$ cat config.mk
export PLATFORM = sky130hd
export DESIGN_NAME = ninebit_rx
export DESIGN_NICKNAME = d
export VERILOG_FILES = /design/src/rtl/nbrx_pkg.sv /design/src/rtl/nbrx_sync.sv /design/src/rtl/nbrx_sampler.sv /design/src/rtl/nbrx_ctrl.sv /design/src/rtl/ninebit_rx.sv
export SDC_FILE = /design/constraint.sdc
export NUM_CORES = 1
export LEC_CHECK = 0
export BUFFER_PORTS_ARGS = -buffer_cell sky130_fd_sc_hd__buf_2
export CELL_PAD_IN_SITES_DETAIL_PLACEMENT = 2
export CELL_PAD_IN_SITES_GLOBAL_PLACEMENT = 2
export CORE_MARGIN = 2
export CORE_UTILIZATION = 34
export DETAILED_ROUTE_END_ITERATION = 8
export PLACE_DENSITY = 0.81
export REMOVE_ABC_BUFFERS = 1
export SYNTH_ARGS = -nofsm -noshare
export SYNTH_HDL_FRONTEND = slang
export SYNTH_SLANG_ARGS = --single-unit
$ cat constraint.sdc
create_clock -name clk -period 2.1 [get_ports clk]
set_clock_uncertainty 0.2 [all_clocks]
set_input_delay 0.42 -clock clk [delete_from_list [all_inputs] [get_ports clk]]
set_output_delay 0.42 -clock clk [all_outputs]
set_load 0.05 [all_outputs]
$ cat src/rtl/nbrx_pkg.sv
package nbrx_pkg;
  typedef enum logic {
    ST_IDLE = 1'b0,
    ST_BUSY = 1'b1
  } rx_state_e;
endpackage

$ cat src/rtl/nbrx_sync.sv
module nbrx_sync #(
  parameter int STAGES = 2
) (
  input  logic clk,
  input  logic rst_n,
  input  logic d_in,
  output logic d_out
);
  logic [STAGES-1:0] chain_q;

  genvar g;
  generate
    for (g = 0; g < STAGES; g++) begin : g_stage
      always_ff @(posedge clk or negedge rst_n) begin
        if (!rst_n) chain_q[g] <= 1'b1;
        else if (g == 0) chain_q[g] <= d_in;
        else chain_q[g] <= chain_q[(g == 0) ? 0 : g-1];
      end
    end
  endgenerate

  assign d_out = chain_q[STAGES-1];
endmodule

$ cat src/rtl/nbrx_sampler.sv
module nbrx_sampler #(
  parameter int OSR = 16
) (
  input  logic clk,
  input  logic rst_n,
  input  logic restart,
  input  logic tick,
  input  logic line,
  output logic bit_stb,
  output logic bit_val
);
  localparam int PW = $clog2(OSR);
  localparam int MID = OSR / 2;
  localparam logic [PW-1:0] S_FIRST = PW'(MID - 1);
  localparam logic [PW-1:0] S_LAST  = PW'(MID + 1);
  localparam logic [PW-1:0] P_MAX   = PW'(OSR - 1);

  logic [PW-1:0] phase_q, phase_d;
  logic [1:0]    votes_q, votes_d;

  always_comb begin
    phase_d = phase_q;
    votes_d = votes_q;
    if (restart) begin
      phase_d = '0;
      votes_d = '0;
    end else if (tick) begin
      phase_d = (phase_q == P_MAX) ? '0 : phase_q + 1'b1;
      if (phase_q >= S_FIRST && phase_q < S_LAST)
        votes_d = {votes_q[0], line};
    end
  end

  always_ff @(posedge clk or negedge rst_n) begin
    if (!rst_n) begin
      phase_q <= '0;
      votes_q <= '0;
    end else begin
      phase_q <= phase_d;
      votes_q <= votes_d;
    end
  end

  assign bit_stb = tick && !restart && (phase_q == S_LAST);
  assign bit_val = (votes_q[1] & votes_q[0]) | (votes_q[1] & line) | (votes_q[0] & line);
endmodule

$ cat src/rtl/nbrx_ctrl.sv
module nbrx_ctrl
  import nbrx_pkg::*;
#(
  parameter int DATA_W = 8
) (
  input  logic              clk,
  input  logic              rst_n,
  input  logic              rx_en,
  input  logic              addr_mode,
  input  logic              flag_clr,
  input  logic              line_s,
  input  logic              bit_stb,
  input  logic              bit_val,
  output logic              restart,
  output logic [DATA_W-1:0] rx_data,
  output logic              rx_bit9,
  output logic              rx_done
);
  localparam int FRAME_BITS = DATA_W + 3;
  localparam int IW = $clog2(FRAME_BITS);
  localparam logic [IW-1:0] IDX_NINTH = IW'(DATA_W + 1);
  localparam logic [IW-1:0] IDX_STOP  = IW'(DATA_W + 2);

  rx_state_e         state_q, state_d;
  logic [IW-1:0]     idx_q, idx_d;
  logic [DATA_W-1:0] shift_q, shift_d;
  logic [DATA_W-1:0] data_q, data_d;
  logic              b9_q, b9_d;
  logic              done_q, done_d;
  logic              prev_q;
  logic              fall, accept;

  assign fall    = prev_q & ~line_s;
  assign restart = (state_q == ST_IDLE) && rx_en && fall;
  assign accept  = bit_stb && (state_q == ST_BUSY) && (idx_q == IDX_NINTH)
                   && !done_q && (!addr_mode || bit_val);

  always_comb begin
    state_d = state_q;
    idx_d   = idx_q;
    shift_d = shift_q;
    data_d  = data_q;
    b9_d    = b9_q;
    if (restart) begin
      state_d = ST_BUSY;
      idx_d   = '0;
    end else if (state_q == ST_BUSY && bit_stb) begin
      idx_d = idx_q + 1'b1;
      if (idx_q == '0) begin
        if (bit_val) state_d = ST_IDLE;
      end else if (idx_q < IDX_NINTH) begin
        shift_d = {bit_val, shift_q[DATA_W-1:1]};
      end else if (idx_q == IDX_STOP) begin
        state_d = ST_IDLE;
      end
    end
    if (accept) begin
      data_d = shift_q;
      b9_d   = bit_val;
    end
    done_d = flag_clr ? 1'b0 : (accept | done_q);
  end

  always_ff @(posedge clk or negedge rst_n) begin
    if (!rst_n) begin
      state_q <= ST_IDLE;
      idx_q   <= '0;
      shift_q <= '0;
      data_q  <= '0;
      b9_q    <= 1'b0;
      done_q  <= 1'b0;
      prev_q  <= 1'b1;
    end else begin
      state_q <= state_d;
      idx_q   <= idx_d;
      shift_q <= shift_d;
      data_q  <= data_d;
      b9_q    <= b9_d;
      done_q  <= done_d;
      prev_q  <= line_s;
    end
  end

  assign rx_data = data_q;
  assign rx_bit9 = b9_q;
  assign rx_done = done_q;

  assert_clr_wins_R9: assert property (@(posedge clk) disable iff (!rst_n)
    flag_clr |=> !rx_done);
  assert_flag_sticky_R9: assert property (@(posedge clk) disable iff (!rst_n)
    (rx_done && !flag_clr) |=> rx_done);
  assert_pending_hold_R5: assert property (@(posedge clk) disable iff (!rst_n)
    rx_done |=> ($stable(rx_data) && $stable(rx_bit9)));
  assert_addr_filter_R6: assert property (@(posedge clk) disable iff (!rst_n)
    ($rose(rx_done) && $past(addr_mode)) |-> rx_bit9);
  assert_enable_gate_R2: assert property (@(posedge clk) disable iff (!rst_n)
    (state_q == ST_IDLE && !rx_en) |=> (state_q == ST_IDLE));
  assert_set_from_frame_R7: assert property (@(posedge clk) disable iff (!rst_n)
    $rose(rx_done) |-> $past(state_q == ST_BUSY));
endmodule

$ cat src/rtl/ninebit_rx.sv
module ninebit_rx #(
  parameter int DATA_W    = 8,
  parameter int OSR       = 16,
  parameter int SYNC_STGS = 2
) (
  input  logic              clk,
  input  logic              rst_n,
  input  logic              rx_line,
  input  logic              rx_en,
  input  logic              addr_mode,
  input  logic              flag_clr,
  input  logic              tick16,
  output logic [DATA_W-1:0] rx_data,
  output logic              rx_bit9,
  output logic              rx_done
);
  logic line_s, restart, bit_stb, bit_val;

  nbrx_sync #(.STAGES(SYNC_STGS)) u_sync (
    .clk(clk), .rst_n(rst_n), .d_in(rx_line), .d_out(line_s)
  );

  nbrx_sampler #(.OSR(OSR)) u_samp (
    .clk(clk), .rst_n(rst_n), .restart(restart), .tick(tick16),
    .line(line_s), .bit_stb(bit_stb), .bit_val(bit_val)
  );

  nbrx_ctrl #(.DATA_W(DATA_W)) u_ctrl (
    .clk(clk), .rst_n(rst_n), .rx_en(rx_en), .addr_mode(addr_mode),
    .flag_clr(flag_clr), .line_s(line_s), .bit_stb(bit_stb),
    .bit_val(bit_val), .restart(restart), .rx_data(rx_data),
    .rx_bit9(rx_bit9), .rx_done(rx_done)
  );
endmodule

==> reports/results.ini <==
[setup_path]
slowest_stage=dfrtp_1
cp.depth=7
r2r_end=u_ctrl.shift_q[2]
start_kind=register
critPathMaxStageDelay_ns=0.40
r2r_cells=7
rrSetupSlack_ns=0.08
worst_setup_path_end_kind=register
crit_arrival_ns=1.98
cp_num_buf_inv=2
path_cells=inv_2 > ha_1 > and4b_4 > nand2_4 > a211oi_4 > buf_6 > mux2_2
crit_required_ns=2.06
critPathTopFamily=flip-flops
cp_max_fo=8
cp-endpoint=u_ctrl.shift_q[2]
r2r-start=u_samp.phase_q[1]
critPathLaunch=u_samp.phase_q[1]
critical_path_class=register to register

[synthesis]
avgSynthCellArea_sq_um=12.7
syn_area_sq_mm=0.00148
yosysSeqAreaShare=0.544
synthDistinctLibCells=30
ys_ff_latch=32
yosys_warnings=0
syn_inst=116

[layout]
n_antenna_cell=0
nNetsFinal=161
multi_input_area_sq_um=643
syn2layout_area_growth_pct=21.7
fin_util=0.440
seqCellArea_sq_um=806
drive_gt1_frac=0.422
nFillCells=421

[power_and_ir_drop]
seqPwrFrac=0.435
leakage_nw=0.914
power_mw=1.82
pwr-share-clk=0.318
comb_power_share=0.247
switchingPower_mw=0.568
power_density_mw_per_mm2=1010
internal-power_mw=1.25
swShare=0.312
ir_worst_vdd_mv=0.520

[sta]
rsz0062_at_grt=no
finalHoldViolations=0
max_slew_margin=0.534
whs_ns=0.0340
tightest_slew_ns=0.699
setup_viol=0
clock.fmax_mhz=496
final.period_utilization=0.960
fin_crit_ns=2.02
drv_slew=0

[floorplanning]
initial_core_util=0.362
die_y_microns=70.0
core_area_sq_mm=0.00409
ios=17
row_count=23
die_area_sq_mm=0.00489
die_w_microns=70.0

[global_routing]
overflow=0
grt_max_degree=33
grt_pass1_vias=1151
grt_first_pass_wirelength_mm=5.85
track_usage=0.157
antenna_found_initial=0

[drt]
viasPerCell=5.02
wl_per_cell_microns=17.5
dr.first_iter.drc_count=26
antenna_left=0
wirelength_mm=3.44
firstDrtPassIters=2
route.vias.total=989
post-route-drc-count=0

[place]
dp_hpwl_mm=2.57
globalplace.congestion=0.828
portBuffers=16

[cts]
cts.clk_slew.worst_paths_ns=0.07
cts_buffer_depth=2
cts_tree=yes
htree_num_levels=2
clock_latency_ns=0.28
numCtsBuffers=5
cts.sinks=32
cts.root.buffer_cell=clkbuf_8

[run]
drv_cap=0

[worst_hold_path]
hp-class=input pin to register

[outcome]
status=complete, no violations

==> timing repair <==
action / in CTS / in global routing
pin swaps: 0 / 1
hold endpoints to repair: 24 / 0
endpoints found under the setup margin: 8 / 17
gates cloned: 0 / 0
hold buffers: 1 / 0
resized for setup: 1 / 5
setup buffers: 1 / 2
==> cells by family after synthesis <==
family                     after synthesis  share of synthesized area
DFF                                     32                      0.544
and+or+nand+nor                         30                      0.129
muxes                                   19                      0.143
AOI/OAI and AO/OA                       16                     0.0728
buffers and inverters                    8                     0.0254
adders and majority gates                8                     0.0677
xor gates and xnor gates                 3                     0.0178
==> metrics by stage <==
| stage | setup TNS [ns] | setup slack (ns) | instance area [sq um] | cells |
|---|---|---|---|---|
| after floorplan | 0 | 0.132 | 1460 | 114 |
| after detailed placement | -0.0111 | -0.00831 | 1640 | 185 |
| final | 0 | 0.0841 | 1800 | 197 |
| after global routing | 0 | 0.0233 | 1800 | 197 |
| after CTS | 0 | 0.0273 | 1780 | 195 |
| after global placement | 0 | 0.110 | 1640 | 185 |
==> sequential cells by signal (all words and copies together) (netlist names) <==
| name | flops |
|---|---|
| u_ctrl.state_q | 1 |
| u_ctrl.prev_q | 1 |
| u_ctrl.shift_q | 8 |
| u_ctrl.idx_q | 4 |
| u_sync.chain_q | 1 |
| u_ctrl.rx_bit9 | 1 |
| u_samp.phase_q | 4 |
| u_ctrl.rx_done | 1 |
| u_sync.d_out | 1 |
| u_ctrl.rx_data | 8 |
| u_samp.votes_q | 2 |
==> power by group through the flow <==
| stage | registers [mW] | logic, mW | clock network (mW) |
|---|---|---|---|
| 5_1_grt | 0.811 | 0.517 | 0.625 |
| 3_3_place_gp | 0.794 | 0.370 | 0 |
| 2_1_floorplan | 0.785 | 0.260 | 0 |
| 3_5_place_dp | 0.804 | 0.412 | 0 |
| 4_1_cts | 0.786 | 0.448 | 0.597 |
| 6_report | 0.792 | 0.450 | 0.580 |
==> worst min path at each step <==
stage / start / end / slack (ns) / cells past startpoint
after global routing: rx_line / u_sync.chain_q[0] / 0.03 / 1
final: rx_line / u_sync.chain_q[0] / 0.03 / 1
after global placement: u_sync.chain_q[0] / u_sync.d_out / 0.15 / 0
after floorplan: rst_n / u_ctrl.idx_q[0] / -0.08 / 0
after CTS: rx_line / u_sync.chain_q[0] / 0.03 / 1
after detailed placement: u_sync.chain_q[0] / u_sync.d_out / 0.15 / 0
==> metal layers <==
metal,up-vias,track usage,part of all wire
li1,460,-,-
met1,508,0.164,0.39
met2,16,0.303,0.56
met3,5,0.0361,0.029
met4,0,0.0577,0.015
met5,-,0,0
==> cells in the mapped netlist <==
master | instances | share of area
dfrtp_1 | 29 | 0.49
mux2_2 | 17 | 0.13
ha_1 | 8 | 0.068
o21ai_0 | 7 | 0.024
inv_1 | 6 | 0.015
nor2_1 | 6 | 0.015
nand2_1 | 5 | 0.013
a21oi_1 | 4 | 0.014
nand3_1 | 4 | 0.014
dfstp_2 | 3 | 0.053
nand3b_1 | 3 | 0.015
xor2_1 | 3 | 0.018
a21o_1 | 2 | 0.010
and3b_1 | 2 | 0.012
mux2i_1 | 2 | 0.014
a211oi_4 | 1 | 0.014
and3_1 | 1 | 0.0042
and4b_4 | 1 | 0.0093
and4bb_2 | 1 | 0.0085
buf_6 | 1 | 0.0076
clkbuf_1 | 1 | 0.0025
nand2_4 | 1 | 0.0076
nand2b_1 | 1 | 0.0042
nand3_2 | 1 | 0.0068
nor3_1 | 1 | 0.0034
nor3b_1 | 1 | 0.0051
nor4bb_1 | 1 | 0.0068
o21a_1 | 1 | 0.0051
o22a_2 | 1 | 0.0068
or4_1 | 1 | 0.0051
==> layout make-up <==
| type | count | area share |
|---|---|---|
| Clock buffer | 5 | 0.0382 |
| Clock inverter | 3 | 0.0236 |
| Inverter | 6 | 0.0125 |
| Multi-Input combinational cell | 76 | 0.357 |
| Sequential cell | 32 | 0.448 |
| Tap cell | 50 | 0.0348 |
| Timing Repair Buffer | 25 | 0.0855 |
==> cells in the final DEF, fill, tap and decap left out, types with 2 or more instances in the layout <==
cell type	count
dfrtp_1	28
mux2_2	17
buf_2	16
ha_1	8
buf_4	7
o21ai_0	6
nor2_1	6
inv_1	5
nand2_1	5
clkbuf_8	5
a21oi_1	4
nand3_1	4
xor2_1	3
nand3b_1	3
dfstp_2	3
and3b_1	2
mux2i_1	2
Note: power is estimated with default switching activity, not from simulation.
